[config.mk]
export PLATFORM = sky130hd
export DESIGN_NAME = ti_ssp_slave
export DESIGN_NICKNAME = d
export VERILOG_FILES = /design/src/rtl/ti_ssp_pkg.sv /design/src/rtl/ti_ssp_sync.sv /design/src/rtl/ti_ssp_engine.sv /design/src/rtl/ti_ssp_regs.sv /design/src/rtl/ti_ssp_slave.sv
export SDC_FILE = /design/constraint.sdc
export NUM_CORES = 1
export LEC_CHECK = 0
export ABC_AREA = 1
export BUFFER_PORTS_ARGS = -buffer_cell sky130_fd_sc_hd__clkbuf_2
export CAP_MARGIN = 20
export CORE_MARGIN = 5
export CORE_UTILIZATION = 55
export CTS_CLUSTER_DIAMETER = 30
export DETAILED_ROUTE_END_ITERATION = 10
export GPL_TIMING_DRIVEN = 0
export PLACE_DENSITY = 0.81
export SLEW_MARGIN = 20
export SYNTH_ARGS = -nofsm -noshare
export SYNTH_HDL_FRONTEND = slang
export SYNTH_HIERARCHICAL = 1
export SYNTH_SLANG_ARGS = --single-unit
export TNS_END_PERCENT = 50
[constraint.sdc]
create_clock -name clk_i -period 5.3 [get_ports clk_i]
set_input_delay 0 -clock clk_i [delete_from_list [all_inputs] [get_ports clk_i]]
set_output_delay 0 -clock clk_i [all_outputs]
set_load 0.05 [all_outputs]
[src/rtl/ti_ssp_pkg.sv]
package ti_ssp_pkg;
  localparam int unsigned DEF_DATA_W   = 16;
  localparam int unsigned DEF_NARROW_W = 8;
  localparam int unsigned DEF_SYNC     = 2;

  typedef enum logic [1:0] {
    ST_IDLE  = 2'd0,
    ST_ARMED = 2'd1,
    ST_SHIFT = 2'd2
  } ssp_state_e;
endpackage

[src/rtl/ti_ssp_sync.sv]
module ti_ssp_sync #(
  parameter int unsigned W      = 3,
  parameter int unsigned STAGES = 2
) (
  input  logic         clk_i,
  input  logic         rst_ni,
  input  logic [W-1:0] d_i,
  output logic [W-1:0] q_o
);
  logic [STAGES-1:0][W-1:0] pipe_q;

  generate
    for (genvar s = 0; s < STAGES; s++) begin : g_stage
      always_ff @(posedge clk_i or negedge rst_ni) begin
        if (!rst_ni) pipe_q[s] <= '0;
        else if (s == 0) pipe_q[s] <= d_i;
        else pipe_q[s] <= pipe_q[(s == 0) ? 0 : s-1];
      end
    end
  endgenerate

  assign q_o = pipe_q[STAGES-1];
endmodule

[src/rtl/ti_ssp_engine.sv]
module ti_ssp_engine
  import ti_ssp_pkg::*;
#(
  parameter int unsigned DATA_W   = DEF_DATA_W,
  parameter int unsigned NARROW_W = DEF_NARROW_W
) (
  input  logic              clk_i,
  input  logic              rst_ni,
  input  logic              sck_rise_i,
  input  logic              sck_fall_i,
  input  logic              fss_i,
  input  logic              mosi_i,
  input  logic              wide_i,
  input  logic [DATA_W-1:0] tx_word_i,
  input  logic              tx_have_i,
  output logic              take_o,
  output logic              uflow_o,
  output logic              done_o,
  output logic [DATA_W-1:0] rx_word_o,
  output logic              perr_o,
  output logic              wide_q_o,
  output logic              miso_o,
  output logic              miso_oe_o
);
  localparam int unsigned CNT_W   = $clog2(DATA_W);
  localparam int unsigned SHIFT_N = DATA_W - NARROW_W;
  localparam logic [DATA_W-1:0] NARROW_MASK = {{SHIFT_N{1'b0}}, {NARROW_W{1'b1}}};

  ssp_state_e        state_q;
  logic [CNT_W-1:0]  cnt_q;
  logic              wide_q;
  logic [DATA_W-1:0] tx_sh_q, rx_sh_q, rx_next;
  logic              last_bit, fall_in_frame;

  assign last_bit      = wide_q ? (cnt_q == CNT_W'(DATA_W-1)) : (cnt_q == CNT_W'(NARROW_W-1));
  assign fall_in_frame = (state_q == ST_SHIFT) && sck_fall_i;
  assign take_o        = (state_q == ST_ARMED) && sck_rise_i;
  assign uflow_o       = take_o && !tx_have_i;
  assign done_o        = fall_in_frame && last_bit;
  assign perr_o        = fall_in_frame && !last_bit && fss_i;
  assign rx_next       = {rx_sh_q[DATA_W-2:0], mosi_i};
  assign rx_word_o     = wide_q ? rx_next : (rx_next & NARROW_MASK);
  assign wide_q_o      = wide_q;
  assign miso_o        = tx_sh_q[DATA_W-1];
  assign miso_oe_o     = (state_q == ST_SHIFT);

  always_ff @(posedge clk_i or negedge rst_ni) begin
    if (!rst_ni) begin
      state_q <= ST_IDLE;
      cnt_q   <= '0;
      wide_q  <= 1'b0;
      tx_sh_q <= '0;
      rx_sh_q <= '0;
    end else begin
      unique case (state_q)
        ST_IDLE: if (sck_fall_i && fss_i) state_q <= ST_ARMED;
        ST_ARMED: if (sck_rise_i) begin
          state_q <= ST_SHIFT;
          cnt_q   <= '0;
          wide_q  <= wide_i;
          if (!tx_have_i)  tx_sh_q <= '1;              // underrun fill
          else if (wide_i) tx_sh_q <= tx_word_i;
          else             tx_sh_q <= tx_word_i << SHIFT_N; // left-align narrow word
        end
        ST_SHIFT: begin
          if (sck_rise_i) tx_sh_q <= {tx_sh_q[DATA_W-2:0], 1'b1};
          if (sck_fall_i) begin
            rx_sh_q <= rx_next;
            cnt_q   <= cnt_q + CNT_W'(1);
            if (last_bit) state_q <= fss_i ? ST_ARMED : ST_IDLE;
            else if (fss_i) state_q <= ST_IDLE;       // misplaced pulse: abort
          end
        end
        default: state_q <= ST_IDLE;
      endcase
    end
  end
endmodule

[src/rtl/ti_ssp_regs.sv]
module ti_ssp_regs #(
  parameter int unsigned DATA_W = 16
) (
  input  logic              clk_i,
  input  logic              rst_ni,
  input  logic [DATA_W-1:0] tx_data_i,
  input  logic              tx_load_i,
  input  logic              take_i,
  output logic [DATA_W-1:0] tx_word_o,
  output logic              tx_full_o,
  input  logic              done_i,
  input  logic [DATA_W-1:0] rx_word_i,
  input  logic              rx_ack_i,
  output logic [DATA_W-1:0] rx_data_o,
  output logic              rx_valid_o,
  input  logic              perr_i,
  input  logic              uflow_i,
  input  logic              status_rd_i,
  output logic              perr_o,
  output logic              uflow_o
);
  always_ff @(posedge clk_i or negedge rst_ni) begin
    if (!rst_ni) begin
      tx_word_o  <= '0;
      tx_full_o  <= 1'b0;
      rx_data_o  <= '0;
      rx_valid_o <= 1'b0;
      perr_o     <= 1'b0;
      uflow_o    <= 1'b0;
    end else begin
      if (tx_load_i) begin
        tx_word_o <= tx_data_i;
        tx_full_o <= 1'b1;
      end else if (take_i) begin
        tx_full_o <= 1'b0;
      end
      if (done_i) begin
        rx_data_o  <= rx_word_i;
        rx_valid_o <= 1'b1;
      end else if (rx_ack_i) begin
        rx_valid_o <= 1'b0;
      end
      // set wins over clear
      if (perr_i) perr_o <= 1'b1;
      else if (status_rd_i) perr_o <= 1'b0;
      if (uflow_i) uflow_o <= 1'b1;
      else if (status_rd_i) uflow_o <= 1'b0;
    end
  end
endmodule

[src/rtl/ti_ssp_slave.sv]
module ti_ssp_slave
  import ti_ssp_pkg::*;
#(
  parameter int unsigned DATA_W      = DEF_DATA_W,
  parameter int unsigned NARROW_W    = DEF_NARROW_W,
  parameter int unsigned SYNC_STAGES = DEF_SYNC
) (
  input  logic              clk_i,
  input  logic              rst_ni,
  input  logic              cfg_pol_i,
  input  logic              cfg_pha_i,
  input  logic              cfg_cs_sw_i,
  input  logic              wide_i,
  input  logic              sck_i,
  input  logic              fss_i,
  input  logic              mosi_i,
  output logic              miso_o,
  output logic              miso_oe_o,
  input  logic [DATA_W-1:0] tx_data_i,
  input  logic              tx_load_i,
  output logic              tx_empty_o,
  output logic [DATA_W-1:0] rx_data_o,
  output logic              rx_valid_o,
  input  logic              rx_ack_i,
  input  logic              status_rd_i,
  output logic              fpulse_err_o,
  output logic              underrun_o
);
  logic [2:0]        ser_s;
  logic              sck_s, fss_s, mosi_s, sck_d;
  logic              take, uflow_set, done, perr_set, wide_q, tx_full;
  logic [DATA_W-1:0] tx_word, rx_word;
  logic              unused_cfg;

  // format fixes polarity, phase and chip-select handling
  assign unused_cfg = cfg_pol_i ^ cfg_pha_i ^ cfg_cs_sw_i;

  ti_ssp_sync #(.W(3), .STAGES(SYNC_STAGES)) u_sync (
    .clk_i (clk_i),
    .rst_ni(rst_ni),
    .d_i   ({sck_i, fss_i, mosi_i}),
    .q_o   (ser_s)
  );
  assign {sck_s, fss_s, mosi_s} = ser_s;

  always_ff @(posedge clk_i or negedge rst_ni) begin
    if (!rst_ni) sck_d <= 1'b0;
    else         sck_d <= sck_s;
  end

  ti_ssp_engine #(.DATA_W(DATA_W), .NARROW_W(NARROW_W)) u_eng (
    .clk_i     (clk_i),
    .rst_ni    (rst_ni),
    .sck_rise_i(sck_s & ~sck_d),
    .sck_fall_i(~sck_s & sck_d),
    .fss_i     (fss_s),
    .mosi_i    (mosi_s),
    .wide_i    (wide_i),
    .tx_word_i (tx_word),
    .tx_have_i (tx_full),
    .take_o    (take),
    .uflow_o   (uflow_set),
    .done_o    (done),
    .rx_word_o (rx_word),
    .perr_o    (perr_set),
    .wide_q_o  (wide_q),
    .miso_o    (miso_o),
    .miso_oe_o (miso_oe_o)
  );

  ti_ssp_regs #(.DATA_W(DATA_W)) u_regs (
    .clk_i      (clk_i),
    .rst_ni     (rst_ni),
    .tx_data_i  (tx_data_i),
    .tx_load_i  (tx_load_i),
    .take_i     (take),
    .tx_word_o  (tx_word),
    .tx_full_o  (tx_full),
    .done_i     (done),
    .rx_word_i  (rx_word),
    .rx_ack_i   (rx_ack_i),
    .rx_data_o  (rx_data_o),
    .rx_valid_o (rx_valid_o),
    .perr_i     (perr_set),
    .uflow_i    (uflow_set),
    .status_rd_i(status_rd_i),
    .perr_o     (fpulse_err_o),
    .uflow_o    (underrun_o)
  );

  assign tx_empty_o = ~tx_full;
endmodule

==> flow_summary.ini, run 1 <==
[outcome]
outcome = complete, no violations

[pwr]
p_leak_uw = 0.002587
p_per_area_nw_per_um2 = 365.2
peakVddDrop_mv = 0.2541
swShare = 0.3214
clock_power_share = 0.287
switchingPower_uw = 539.9
power_uw = 1680
pwr-share-comb = 0.255
seqPwrFrac = 0.458
internal_power_uw = 1140

[clocking]
cts_setup_buffers = 0
clock_latency_ps = 350
clock_path_buffers = 2
numCtsBuffers = 9
htreeDepth = 3
cts_tree = built
clk_pin_slew_worst_paths_ps = 80
clock_sinks = 81
cts-root-buf = clkbuf_8

[timing]
setup_ws_ps = 3271
fmax_mhz = 492.7
final-setup-viol-count = 0
max_slew_margin = 0.6391
drv_slew = 0
fin_skew_ps = 10.18
fin_crit_ps = 2029
tns_ps = 0
hold_viol_final = 0
hold_ws_ps = 41.97
fin_crit_sh = 0.3829
worst_pin_slew_ps = 541.4
grt_setup_unrepaired = no

[setup_path]
worstSetupPathType = reg -> reg
path_common_cell = nand2_1
crit_fanout = 10
cp-start-kind = register
end_kind = register
crit_arrival_ps = 2270
crit_slowest_cell = dfrtp_1
cp.required_ps = 5540
crit_chain = buf_4, nor2_1, clkbuf_1, nand2_1, buf_2, nor2_1, buf_6, inv_8, buf_8, nand2_1, nand2_1
slowest_delay_ps = 370

[global_routing]
grt_pass1_vias = 2964
grt_use_total = 0.1895
grt_max_degree = 45
grt_pass1_wl_um = 13000
grt_remaining_overflow = 0
antenna_found_initial = 0

[synth]
yosysMostFrequentCell = nand2_1
synth_area_leaders = dfrtp_1 (55%), nand2_1 (19%), nand3_1 (4.6%)
synthFlopType = dfrtp_1
synth_top_cell_area_share = 0.5488
yosysSeqAreaShare = 0.5488
netlist_instances = 452
avgSynthCellArea_sq_um = 8.172
synth_nets = 481
syn_area_sq_um = 3694
synth_cell_types = 22
synth_edf_count = 0
synth_top_area_cell = dfrtp_1
synth_commonest_cells = nand2_1 (191), dfrtp_1 (81), inv_1 (45), nand3_1 (34), o21ai_0 (30)
yosysWarnings = 6
synth_seq_cells = 81
async_reset_ff_frac = 1.000

[finish]
antenna_cells = 0
areaGrowthSynthToFinish_pct = 24.53
stdcell_count = 626
layout.nets = 573
drive_gt1_frac = 0.1821

[drt]
dr.pass1.iters = 4
drc_errors = 0
wire_per_inst_um = 11.83
postRouteAntennaNets = 0
drt_iter0_markers = 129
vias = 3031
wl_um = 7404
viasPerCell = 4.842

[floorplanning]
row_count = 29
core_area_sq_um = 6459
die_w_um = 91.95
die_h_um = 91.95
ios = 50
start_util = 0.5719
die_area_sq_um = 8455

[placed_design]
dp_hpwl_um = 4798
placed_cells = 575
numPortBuffers = 45
place_ws_ps = 3285
place_congestion = 0.8501

[run]
max_cap_violations = 0

[min_path]
hold_class = in -> reg
-- power groups by stage --
stage	sequential [uW]	combinational (uW)	clock, uW
2_1_floorplan	783	292	0
3_3_place_gp	777	388	0
3_5_place_dp	780	403	0
4_1_cts	769	428	494
5_1_grt	782	488	520
6_report	769	429	482
-- kinds of logic (layout without fill, tap and decap cells) --
group	Yosys count	in the layout	share of synthesized area
simple gates	259	259	0.2869
buf+inv	80	177	0.1189
flops	81	81	0.5488
fa+ha+maj	1	1	0.003387
compound gates	31	31	0.04200
-- layout make-up --
class | count | area [sq um]
fillers | 512 | 1859
multi-input cells | 291 | 1227
clock buffers | 11 | 131.4
plain buffers | 31 | 240.2
clock inverters | 5 | 80.08
inverters | 49 | 198.9
repair buffers | 81 | 598.1
well taps | 77 | 96.34
flip-flops and latches | 81 | 2027
-- per-layer routing --
layer | part of all wire | track usage
met2 | 0.48 | 0.3096
met5 | 0 | 0
met1 | 0.45 | 0.2387
met3 | 0.052 | 0.03682
met4 | 0.024 | 0.1027
-- worst max-delay path, delay by kind of cell (launching register included) --
kind / cells / cell delay, ps
buf+inv: 6 / 1020
simple gates: 5 / 530
flops: 1 / 370
-- cell usage in the layout, fill, tap and decap left out, drive strengths merged --
cell         Yosys  final
nand2          197    197
ha               1      1
clkbuf           5     61
o21ai           30     30
nor3b            1      1
bufinv           0      2
inv             49     49
buf             26     27
clkinvlp         0      2
dfrtp           81     81
nor2            24     24
nor3             3      3
clkinv           0      1
a21oi            1      1
dlygate4sd3      0     35
nand3           34     34
-- final timing paths --
kind / start / endpoint / slack (ps) / cells after the start
setup / recovery: u_sync/q_o[2] / u_regs/rx_data_o[7] / 3270 / 11
hold / removal: tx_load_i / u_regs/tx_word_o[6] / 40 / 4
setup reg to reg: u_sync/q_o[2] / u_regs/rx_data_o[7] / 3270 / 11
hold reg to reg: u_sync/pipe_q[0] / u_sync/q_o[0] / 350 / 0
max in group asynchronous: rst_ni / u_eng/tx_sh_q[6] / 4490 / 3
min in group asynchronous: rst_ni / u_regs/rx_data_o[12] / 190 / 2
-- through the flow --
stage	util	cell area, sq um
after floorplan	-	3694
after global placement	0.6217	4015
after detailed placement	0.6251	4038
after CTS	0.7121	4599
after global routing	0.7121	4599
final	0.7121	4599
-- sequential cells by signal, summed over array words and instances, names as in the netlist --
signal	cells
u_eng/tx_sh_q	16
u_regs/rx_data_o	16
u_regs/tx_word_o	16
u_eng/rx_sh_q	15
u_eng/cnt_q	4
u_sync/pipe_q	3
u_sync/q_o	3
u_eng/state_q	2
sck_d	1
u_eng/wide_q_o	1
u_regs/perr_o	1
u_regs/rx_valid_o	1
u_regs/tx_full_o	1
u_regs/uflow_o	1
-- repair_timing --
| action | 4_1_cts | 5_1_grt |
|---|---|---|
| resized for setup | 0 | 0 |
| hold buffers | 35 | 0 |
| hold endpoints to repair | 59 | 0 |
(Power assumes the default switching activity.)
==> run 2, diff against run 1 <==
Clock period 5.3 ns to 2.1 ns, I/O delays scaled along.
==> run 2 against run 1 <==
Effect of this change: core utilization barely moved; sequential share of layout area hardly changed; final area hardly changed; final cell count unchanged; clock skew barely moved; combinational power rose to 2.5 times the previous value; largest power group unchanged; critical endpoint unchanged; maximum frequency increased by 8.5%.
==> flow_summary.ini, run 2 (synthesis results as in run 1) <==
[min_path]
hp-start = tx_load_i
hold_class = in -> reg

[pwr]
peakVddDrop_mv = 0.6413
internal_power_uw = 2877
seqPwrFrac = 0.457
swShare = 0.3214
p_leak_uw = 0.002590
p_per_area_nw_per_um2 = 921.5
pwr-share-comb = 0.255
clock_power_share = 0.287
switchingPower_uw = 1363

[floorplanning]
die_h_um = 91.95
die_area_sq_um = 8455
die_w_um = 91.95
ios = 50
row_count = 29
start_util = 0.5719
core_area_sq_um = 6459

[timing]
tns_ps = 0
setup_ws_ps = 230.0
max_slew_margin = 0.6391
hold_viol_final = 0
fmax_mhz = 534.8
fin_crit_ps = 1870
fin_crit_sh = 0.8905
grt_setup_unrepaired = no
worst_pin_slew_ps = 541.4
final-setup-viol-count = 0
drv_slew = 0
fin_skew_ps = 10.25

[run]
max_cap_violations = 0

[drt]
dr.pass1.iters = 4
wire_per_inst_um = 11.83
viasPerCell = 4.840
postRouteAntennaNets = 0
wl_um = 7404
drt_iter0_markers = 128
drc_errors = 0
vias = 3030

[finish]
areaGrowthSynthToFinish_pct = 24.56
largestRegisters = u_eng/tx_sh_q x16, u_regs/rx_data_o x16, u_regs/tx_word_o x16
fillers = 512
drive_gt1_frac = 0.1840
layout.nets = 573
mostFrequentLayoutCells = nand2_1 (191), dfrtp_1 (81), inv_1 (45), clkbuf_2 (45), dlygate4sd3_1 (35)
antenna_cells = 0
final_common_cell = nand2_1
stdcell_count = 626

[clocking]
clk_pin_slew_worst_paths_ps = 80
clock_path_buffers = 2
clock_sinks = 81
cts-root-buf = clkbuf_8
cts_tree = built
numCtsBuffers = 9
clock_latency_ps = 350
cts_setup_buffers = 0
htreeDepth = 3

[setup_path]
slowest_delay_ps = 370
crit_arrival_ps = 2110
cp-start-kind = register
end_kind = register
worstSetupPathType = reg -> reg
crit_chain = buf_4, nor2_1, clkbuf_2, nand2_1, buf_2, nor2_1, buf_6, inv_8, buf_8, nand2_1, nand2_1
crit_slowest_cell = dfrtp_1
worstSetupStartpoint = u_sync/q_o[2]
crit_fanout = 10
path_common_cell = nand2_1
rr_startpoint = u_sync/q_o[2]
cp.required_ps = 2340

[global_routing]
grtUsageMet1 = 0.2387
grt_pass1_vias = 2964
grt_util_met2 = 0.3096
grt_use_total = 0.1895
grt_max_degree = 45
antenna_found_initial = 0
grt_remaining_overflow = 0
grt_use_met3 = 0.03682
grt_pass1_wl_um = 13000
grt_busiest_layer = met2

[outcome]
outcome = complete, no violations

[placed_design]
numPortBuffers = 45
place_ws_ps = 84.94
place_congestion = 0.8501
placed_cells = 575
dp_hpwl_um = 4798
## run 2: changes by cell type in the layout (fill, tap and decap cells not counted)
cell | previous run | this run
clkbuf_1 | 6 | 5
clkbuf_2 | 44 | 45
## run 2: per-stage QoR
| stage | instance area (sq um) | util | hold slack (ps) | total power, uW |
|---|---|---|---|---|
| after global routing | 4601 | 0.7123 | 38.48 | 4518 |
| after floorplan | 3694 | - | -295.6 | 2714 |
| after detailed placement | 4038 | 0.6251 | 37.42 | 2985 |
| after CTS | 4599 | 0.7121 | 18.99 | 4266 |
| after global placement | 4015 | 0.6217 | 108.3 | 2939 |
| final | 4601 | 0.7123 | 41.97 | 4240 |
## run 2: power groups by stage
stage	registers (uW)	logic, uW	clock network, uW
6_report	1940	1080	1220
5_1_grt	1970	1230	1310
4_1_cts	1940	1080	1250
3_5_place_dp	1970	1020	0
3_3_place_gp	1960	979	0
2_1_floorplan	1980	737	0
## run 2: repair_timing
item                                    CTS  global route
gates resized for setup                   0             2
hold buffers                             35             0
endpoints found under the setup margin    0            10
endpoints found under the hold margin    59             0
## run 2: metal layers
metal	part of all wire	vias to the layer above
li1	-	1552
met1	0.45	1378
met2	0.48	83
met3	0.052	17
met4	0.024	0
met5	0	-
## run 2: area by class of cell
class / instances / area (sq um) / area share
inverter: 49 / 198.9 / 0.04324
clock inverter: 5 / 80.08 / 0.01741
tap: 77 / 96.34 / 0.02094
timing repair buffer: 81 / 598.1 / 0.1300
clock buffer: 11 / 131.4 / 0.02856
buffer: 31 / 241.5 / 0.05249
multi-input combinational: 291 / 1227 / 0.2668
sequential: 81 / 2027 / 0.4406
## run 2: critical path: cells and delay by family, from the launching register on
family / cells / cell delay, ps
buffers and inverters: 6 / 900
AND/OR/NAND/NOR: 5 / 490
flip-flops: 1 / 370
## run 2: path summary, 6_finish.rpt
path	slack [ps]	depth (start not counted)	endpoint
worst max-delay path	230	11	u_regs/rx_data_o[7]
worst min-delay path	40	4	u_regs/tx_word_o[6]
worst max register to register	230	11	u_regs/rx_data_o[7]
worst min register to register	350	0	u_sync/q_o[0]
max in group asynchronous	1290	3	u_eng/tx_sh_q[6]
min in group asynchronous	190	2	u_regs/rx_data_o[12]
